File: config.mk
export PLATFORM = sky130hd
export DESIGN_NAME = sinc3_decim
export DESIGN_NICKNAME = d
export VERILOG_FILES = /design/src/rtl/sinc3_pkg.sv /design/src/rtl/sinc3_integ.sv /design/src/rtl/sinc3_comb.sv /design/src/rtl/sinc3_chan.sv /design/src/rtl/sinc3_decim.sv
export SDC_FILE = /design/constraint.sdc
export NUM_CORES = 2
export LEC_CHECK = 0
export ABC_CLOCK_PERIOD_IN_PS = 12800
export BUFFER_PORTS_ARGS = -buffer_cell sky130_fd_sc_hd__buf_4
export CAP_MARGIN = 10
export CORE_AREA = 4 4 289 291
export CTS_CLUSTER_SIZE = 30
export DETAILED_ROUTE_END_ITERATION = 12
export DIE_AREA = 0 0 293 295
export PLACE_DENSITY = 0.66
export SYNTH_ARGS = -nofsm -noshare
export SYNTH_HDL_FRONTEND = slang
export SYNTH_SLANG_ARGS = --single-unit
File: constraint.sdc
create_clock -name clk -period 12.8 [get_ports clk]
set_input_delay 1.28 -clock clk [delete_from_list [all_inputs] [get_ports clk]]
set_output_delay 1.28 -clock clk [all_outputs]
set_load 0.05 [all_outputs]
File: src/rtl/sinc3_pkg.sv
package sinc3_pkg;
  // Accumulator width that holds OSR^3 without loss for the largest OSR.
  function automatic int acc_w(input int osr_max);
    return 3 * $clog2(osr_max) + 1;
  endfunction
endpackage

File: src/rtl/sinc3_integ.sv
module sinc3_integ #(
  parameter int ACC_W = 25
) (
  input  logic             clk,
  input  logic             rst,
  input  logic             restart,
  input  logic             bit_en,
  input  logic             bit_in,
  output logic [ACC_W-1:0] acc_nx
);
  logic [ACC_W-1:0] i1, i2, i3;
  logic [ACC_W-1:0] n1, n2, n3;

  // Chained update: the third sum already includes the current bit.
  always_comb begin
    n1     = i1 + ACC_W'(bit_in);
    n2     = i2 + n1;
    n3     = i3 + n2;
    acc_nx = n3;
  end

  always_ff @(posedge clk) begin
    if (rst || restart) begin
      i1 <= '0;
      i2 <= '0;
      i3 <= '0;
    end else if (bit_en) begin
      i1 <= n1;
      i2 <= n2;
      i3 <= n3;
    end
  end
endmodule

File: src/rtl/sinc3_comb.sv
module sinc3_comb #(
  parameter int ACC_W = 25,
  parameter int OUT_W = 16,
  parameter int SH_W  = 5
) (
  input  logic             clk,
  input  logic             rst,
  input  logic             restart,
  input  logic             take,
  input  logic             keep,
  input  logic [ACC_W-1:0] samp,
  input  logic [SH_W-1:0]  shamt,
  output logic [OUT_W-1:0] dout,
  output logic             dvld
);
  logic [ACC_W-1:0] s0, s1, s2;
  logic [ACC_W-1:0] d1, d2, d3;

  always_comb begin
    d1 = samp - s0;
    d2 = d1 - s1;
    d3 = d2 - s2;
  end

  always_ff @(posedge clk) begin
    if (rst || restart) begin
      s0   <= '0;
      s1   <= '0;
      s2   <= '0;
      dvld <= 1'b0;
      if (rst) dout <= '0;
    end else begin
      dvld <= take && keep;
      if (take) begin
        s0 <= samp;
        s1 <= d1;
        s2 <= d2;
        if (keep) dout <= OUT_W'(d3 >> shamt);
      end
    end
  end
endmodule

File: src/rtl/sinc3_chan.sv
module sinc3_chan #(
  parameter int ACC_W = 25,
  parameter int OSR_W = 8,
  parameter int OUT_W = 16,
  parameter int SH_W  = 5
) (
  input  logic             clk,
  input  logic             rst,
  input  logic             restart,
  input  logic             bit_en,
  input  logic             bit_in,
  input  logic [OSR_W-1:0] osr_m1,
  input  logic [SH_W-1:0]  shamt,
  output logic             fire,
  output logic [OUT_W-1:0] dout,
  output logic             dvld
);
  localparam int SKIP = 2;

  logic [OSR_W-1:0] phase;
  logic [1:0]       nout;
  logic             take, keep;
  logic [ACC_W-1:0] acc_nx;

  assign take = bit_en && !restart && (phase == osr_m1);
  assign keep = (nout == 2'(SKIP));
  assign fire = take && keep;

  always_ff @(posedge clk) begin
    if (rst || restart) begin
      phase <= '0;
      nout  <= '0;
    end else if (bit_en) begin
      if (phase == osr_m1) begin
        phase <= '0;
        if (!keep) nout <= nout + 2'd1;
      end else begin
        phase <= phase + 1'b1;
      end
    end
  end

  sinc3_integ #(.ACC_W(ACC_W)) u_integ (
    .clk     (clk),
    .rst     (rst),
    .restart (restart),
    .bit_en  (bit_en),
    .bit_in  (bit_in),
    .acc_nx  (acc_nx)
  );

  sinc3_comb #(.ACC_W(ACC_W), .OUT_W(OUT_W), .SH_W(SH_W)) u_comb (
    .clk     (clk),
    .rst     (rst),
    .restart (restart),
    .take    (take),
    .keep    (keep),
    .samp    (acc_nx),
    .shamt   (shamt),
    .dout    (dout),
    .dvld    (dvld)
  );
endmodule

File: src/rtl/sinc3_decim.sv
module sinc3_decim #(
  parameter int NCH     = 3,
  parameter int OSR_MAX = 256,
  parameter int OUT_W   = 16,
  localparam int OSR_W  = $clog2(OSR_MAX),
  localparam int ACC_W  = sinc3_pkg::acc_w(OSR_MAX),
  localparam int SH_W   = $clog2(ACC_W)
) (
  input  logic                 clk,
  input  logic                 rst,
  input  logic                 restart,
  input  logic [OSR_W-1:0]     osr_m1,
  input  logic [SH_W-1:0]      shift,
  input  logic [NCH-1:0]       bit_en,
  input  logic [NCH-1:0]       bit_in,
  input  logic [NCH-1:0]       ack_clr,
  output logic [NCH*OUT_W-1:0] data_out,
  output logic [NCH-1:0]       data_vld,
  output logic [NCH-1:0]       ack_flag
);
  logic [NCH-1:0] fire;

  for (genvar ch = 0; ch < NCH; ch++) begin : g_ch
    sinc3_chan #(.ACC_W(ACC_W), .OSR_W(OSR_W), .OUT_W(OUT_W), .SH_W(SH_W)) u_chan (
      .clk     (clk),
      .rst     (rst),
      .restart (restart),
      .bit_en  (bit_en[ch]),
      .bit_in  (bit_in[ch]),
      .osr_m1  (osr_m1),
      .shamt   (shift),
      .fire    (fire[ch]),
      .dout    (data_out[ch*OUT_W +: OUT_W]),
      .dvld    (data_vld[ch])
    );
  end

  // Sticky flags, write-1-to-clear; a new sample overrides a clear.
  always_ff @(posedge clk) begin
    if (rst) ack_flag <= '0;
    else     ack_flag <= (ack_flag & ~ack_clr) | fire;
  end
endmodule

# Word level (Yosys, flattened, before mapping)
# Cells that the tools add are included.
# classes
n_reduce_logical	23
n_eq_ne	7
add_sub_neg	24
n_shift	3
bitwise	6
muxes	13
# ops
cell	n
25-bit subtractor	9
16-bit 2-to-1 mux	10
25-bit adder	6
25-bit by 1-bit adder with 25-bit output	3
25-bit by 5-bit >> shifter with 16-bit output	3
8-bit by 1-bit adder with 8-bit output (second input constant)	3
8-bit equality test	3
8-bit 2-to-1 mux	3
3-bit AND reduction	6
2-bit nonzero test	6
1-bit logical AND	9
2-bit by 1-bit adder with 2-bit output (second input constant)	3
2-bit equality test (second input constant)	3
3-bit AND	1
1-bit NOT	3
3-bit NOT	1
3-bit bitwise OR	1
2-bit inequality test (second input constant)	1
1-bit logical NOT	1
1-bit logical OR	1
# totals
register_bits	534
out_inout_bits	54

# Depth between registers and ports, before layout
# depth
depth_word	10
mapped_depth	49
depth_no_buf	49

# Modules after synthesis
# From an unflattened synthesis, not the netlist that was laid out.
# hier_totals
cells_unflattened	5179
area_unflattened_um2	43178.9
# modules_own_cells
module	instances	area_each_um2	cells_each	seq_area_each_um2
sinc3_comb at g_ch[0].u_chan.u_comb	1	8189.1	1019	2001.9
sinc3_comb at g_ch[1].u_chan.u_comb	1	8144.1	994	2001.9
sinc3_comb at g_ch[2].u_chan.u_comb	1	8127.8	978	2001.9
sinc3_integ at g_ch[0].u_chan.u_integ	1	5609.1	664	1501.4
sinc3_integ at g_ch[1].u_chan.u_integ	1	5602.9	664	1501.4
sinc3_integ at g_ch[2].u_chan.u_integ	1	5542.8	662	1501.4
sinc3_chan	3	619.3	62	200.2
sinc3_decim	1	105.1	12	60.1

# Worst setup path after synthesis
# OpenSTA, ideal clock, no wires.
# synth_path
kind	input -> register
startpoint	input bit_in[0]
endpoint	register g_ch[0].u_chan.u_comb.dout[2], data pin
slack_ns	2.775
path_buffers	0
stages	43
arrival_time_ns	9.768
path_cell_list	ha_1 -> and3_1 -> and3_1 -> xor2_1 -> ha_1 -> a21o_1 -> or3_1 -> or2_2 -> o21ai_0 -> xnor2_1 -> ha_1 -> a21o_1 -> o21ai_0 -> and2_1 -> nand2b_1 -> a21o_1 -> xor2_1 -> ha_1 -> [7 not listed] -> o21ai_0 -> a21o_1 -> nand2_1 -> nor2b_1 -> xnor2_1 -> ha_1 -> a21oi_1 -> o21ai_0 -> nand2b_1 -> o31a_1 -> a211o_1 -> o311ai_0 -> xnor2_1 -> xnor3_1 -> xor2_2 -> o22ai_1 -> mux2_2 -> a22o_1
# synth_between
elab_chain_cells	10
# synth_lines
item	line	rtl
from (decl)	sinc3_decim.sv:15	input logic [NCH-1:0] bit_in,
25-bit by 1-bit adder with 25-bit output	sinc3_integ.sv:16	n1 = i1 + ACC_W'(bit_in);
via g_ch[0].u_chan.u_integ.n1[5]	sinc3_integ.sv:12	logic [ACC_W-1:0] n1, n2, n3;
25-bit adder	sinc3_integ.sv:17	n2 = i2 + n1;
via g_ch[0].u_chan.u_integ.n2[8]	sinc3_integ.sv:12	
25-bit adder	sinc3_integ.sv:18	n3 = i3 + n2;
via g_ch[0].u_chan.acc_nx[12]	sinc3_chan.sv:23	logic [ACC_W-1:0] acc_nx;
25-bit subtractor	sinc3_comb.sv:20	d1 = samp - s0;
via g_ch[0].u_chan.u_comb.d1[15]	sinc3_comb.sv:17	logic [ACC_W-1:0] d1, d2, d3;
25-bit subtractor	sinc3_comb.sv:21	d2 = d1 - s1;
via g_ch[0].u_chan.u_comb.d2[18]	sinc3_comb.sv:17	
25-bit subtractor	sinc3_comb.sv:22	d3 = d2 - s2;
25-bit by 5-bit >> shifter with 16-bit output	sinc3_comb.sv:38	if (keep) dout <= OUT_W'(d3 >> shamt);
16-bit 2-to-1 mux	sinc3_comb.sv:38	
16-bit 2-to-1 mux	sinc3_comb.sv:34	if (take) begin
16-bit 2-to-1 mux	sinc3_comb.sv:26	if (rst || restart) begin
to (signal assigned)	sinc3_comb.sv:38	
to (decl)	sinc3_comb.sv:13	output logic [OUT_W-1:0] dout,
# The timed path passes the listed nets, and every way through them passes these cells. The select of a mux whose other input is x is not followed.
# A chain may end at the register's enable or synchronous reset.

# Worst setup path in the final report
# layout_path
startpoint	input bit_in[2]
endpoint	register g_ch[2].u_chan.u_comb.dout[2], data pin
# layout_between
elab_chain_cells	10
# layout_lines
item	line
25-bit by 1-bit adder with 25-bit output	sinc3_integ.sv:16
via g_ch[2].u_chan.u_integ.n1[7]	sinc3_integ.sv:12
25-bit adder	sinc3_integ.sv:17
via g_ch[2].u_chan.u_integ.n2[11]	sinc3_integ.sv:12
25-bit adder	sinc3_integ.sv:18
via g_ch[2].u_chan.acc_nx[14]	sinc3_chan.sv:23
25-bit subtractor	sinc3_comb.sv:20
via g_ch[2].u_chan.u_comb.d1[16]	sinc3_comb.sv:17
25-bit subtractor	sinc3_comb.sv:21
via g_ch[2].u_chan.u_comb.d2[17]	sinc3_comb.sv:17
25-bit subtractor	sinc3_comb.sv:22
25-bit by 5-bit >> shifter with 16-bit output	sinc3_comb.sv:38
16-bit 2-to-1 mux	sinc3_comb.sv:38
16-bit 2-to-1 mux	sinc3_comb.sv:34
16-bit 2-to-1 mux	sinc3_comb.sv:26
to (signal assigned)	sinc3_comb.sv:38
to (decl)	sinc3_comb.sv:13
# The timed path passes the listed nets, and every way through them passes these cells. The select of a mux whose other input is x is not followed.

==> qor.yml <==
critical_path:
  crit_type: "input port to flip-flop"
  crit_top_cell: "ha_1"
  arrival_ps: 10940
  cpPeakStageDelay_ps: 480
  cp_slowest_cell: "xnor3_2"
  crit_family: "compound AO/OA/AOI/OAI gates"
  start_kind: "input port"
  worst-path-buf-inv: 1
  crit_fanout: 7
  worstPathRequired_ps: 13160
  end_kind: "flip-flop"
detailed_routing:
  post_drt_wl_per_cell_um: 14.5
  via_per_inst: 5.44
  wl_um: 89500
  initialDrtViolationCount: 1834
  ant_nets: 0
  drc: 0
  drt_pre_antenna_iters: 7
  via_count: 33600
global_routing:
  gr-total-overflow: 0
  antenna_found_initial: 0
  grt_max_degree: 214
  grt_pass1_wl_um: 152000
  grt_usage_pct: 20.3
  first_global_vias: 31000
cells_and_area:
  final_common_cell: "nand2_1"
  final_cell_mix: "nand2_1, nor2_1, a21oi_1, dfxtp_1, ha_1"
  utilization_pct: 54.3
  n_fill_cell: 7687
  layout.nets: 5505
  layout-drive-gt1-share_pct: 5.42
  antenna_cells: 0
  area_delta_synth_final_pct: 8.46
synth:
  synth_area_um2: 40300
  synth-async-reset-ratio_pct: 0
  avgSynthCellArea_um2: 7.89
  synth_seq_area_share_pct: 27.7
  syn-num-nets: 5538
  synth_edf_count: 48
  netlist_instances: 5106
  ys.warnings.count: 0
  synth_flop_cell: "dfxtp_1"
  synth_seq_cells: 534
  netlist-cell-type-count: 98
power:
  irDropWorstVdd_v: 0.000111
  total_power_uw: 6600
  p_leak_uw: 0.0180
  powerDensity_nw_per_um2: 151
clock_tree:
  cts_buffer_depth: 3
  clk_latency_ps: 610
  cts-root-buf: "clkbuf_16"
  cts_made_buffers: 67
  htree_levels: 3
  post-cts-setup-buffers: 0
  cts_tree: "built"
  cts_resized: 0
  postCtsHoldBufs: 0
  path_clk_slew_ps: 60
  cts.sinks: 534
timing:
  worst_pin_slew_ps: 1180
  min_period_over_period_pct: 82.7
  skew_ps: 24.4
  rsz0062_at_grt: "false"
  setup_viol: 0
  clock.fmax_mhz: 94.5
  post-route-min-period_ps: 10580
  drv_slew: 0
  slew_headroom_pct: 21.2
  layout_setup_ws_ps: 2220
  fin_tns_setup_ps: 0
  final-hold-violation-count: 0
floorplan:
  initial_utilization_pct: 50.0
  coreArea_um2: 80500
  dieHeight_um: 295
  ios: 79
  fp.dieW_um: 293
  die_area_um2: 86400
  rows: 104
run_status:
  status: "completed"
hold_path:
  worstHoldPathType: "flip-flop to flip-flop"
run:
  drv_cap: 0
place:
  gp_congestion: 0.867
  io_buffer_count: 78
  dp_hpwl_um: 64600
  dpl_worst_slack_ps: 1690
cell usage after synthesis (7+ instances only):
cell type    n  area (µm²)
a211o_1     10        87.6
a211oi_1   106         796
a21boi_0    17         128
a21o_1     113         848
a21oi_1    514        2570
a22o_1       8        70.1
a311oi_1     9        78.8
a31o_2       7        61.3
a31oi_1     40         250
and2_1      32         200
and3_1      68         425
buf_1       29         109
clkbuf_1   162         608
dfxtp_1    486        9730
edfxtp_1    48        1440
fa_1        15         300
ha_1       392        4900
inv_1      334        1250
mux2_2      24         270
mux2i_1    218        2180
nand2_1    659        2470
nand2b_1    42         263
nand3_1     76         380
nand4_1     36         225
nor2_1     544        2040
nor2b_1     44         275
nor3_1      52         260
nor4_1      12        75.1
o211ai_1    18         135
o21a_1      55         413
o21ai_0    196         981
o21bai_1    43         323
o22ai_1     14        87.6
o31ai_1     11        82.6
or2_2       18         113
or3_1       28         175
xnor2_1    298        2610
xor2_1     195        1710
final cells by class:
cell class              instances  area [µm²]  share of cell area (%)
clock buffers                  91        1870                    4.27
clock inverters                18         223                   0.510
inverters                     337        1260                    2.89
multi-input cells            4036       27100                    62.0
flip-flops and latches        534       11200                    25.6
well taps                    1060        1330                    3.03
repair buffers                 97         741                    1.69
worst min-delay path: stages, from the launching register on:
cell	delay, ps
dfxtp_1	300
nand2_1	50
a21oi_1	50
sequential cells by signal (all words and copies together) (netlist names), 24 cells and up:
register                 count
g_ch.u_chan.u_comb.s2       75
g_ch.u_chan.u_comb.dout     48
g_ch.u_chan.u_integ.i2      75
g_ch.u_chan.u_integ.i1      75
g_ch.u_chan.u_comb.s0       75
g_ch.u_chan.u_integ.i3      75
g_ch.u_chan.phase           24
g_ch.u_chan.u_comb.s1       75
layer usage:
layer	share of wire (%)	up-vias	GRT usage [%]	wire, µm
met1	51	15300	29.7	45900
met5	0	-	0	0
met2	42	605	31.5	37500
li1	-	17600	-	-
met4	1.7	0	4.68	1550
met3	5.1	99	3.34	4550
metrics by stage:
step | hold WS (ps) | instances | cell area (µm²)
global placement | 438 | 6064 | 41600
finish | 447 | 6173 | 43700
CTS | 450 | 6173 | 43700
global route | 463 | 6173 | 43700
detailed placement | 443 | 6064 | 41600
floorplan | 432 | 5106 | 40300
power by group:
| part | switching [µW] | total (µW) | leakage [µW] | internal, µW |
|---|---|---|---|---|
| Sequential | 10.7 | 1730 | 0.00441 | 1720 |
| Clock | 747 | 1830 | 0.00101 | 1080 |
| Combinational | 1810 | 3050 | 0.0126 | 1240 |
final timing paths:
kind	startpoint	endpoint	slack (ps)	depth (start not counted)
setup / recovery	bit_in[2]	g_ch[2].u_chan.u_comb.dout[2]	2220	42
hold / removal	g_ch[2].u_chan.u_comb.s1[23]	g_ch[2].u_chan.u_comb.s1[23]	450	2
setup reg to reg	g_ch[2].u_chan.u_integ.i1[0]	g_ch[2].u_chan.u_comb.dout[2]	2690	41
hold reg to reg	g_ch[2].u_chan.u_comb.s1[23]	g_ch[2].u_chan.u_comb.s1[23]	450	2
cell families after synthesis:
kind of cell | share of synthesized area (%)
muxes | 6.31
adders and majority gates | 12.9
and+or+nand+nor | 17.7
xor gates and xnor gates | 11.2
buffers and inverters | 5.05
DFF | 27.7
AOI/OAI and AO/OA | 19.1
Power figures use the tool's default switching activity.
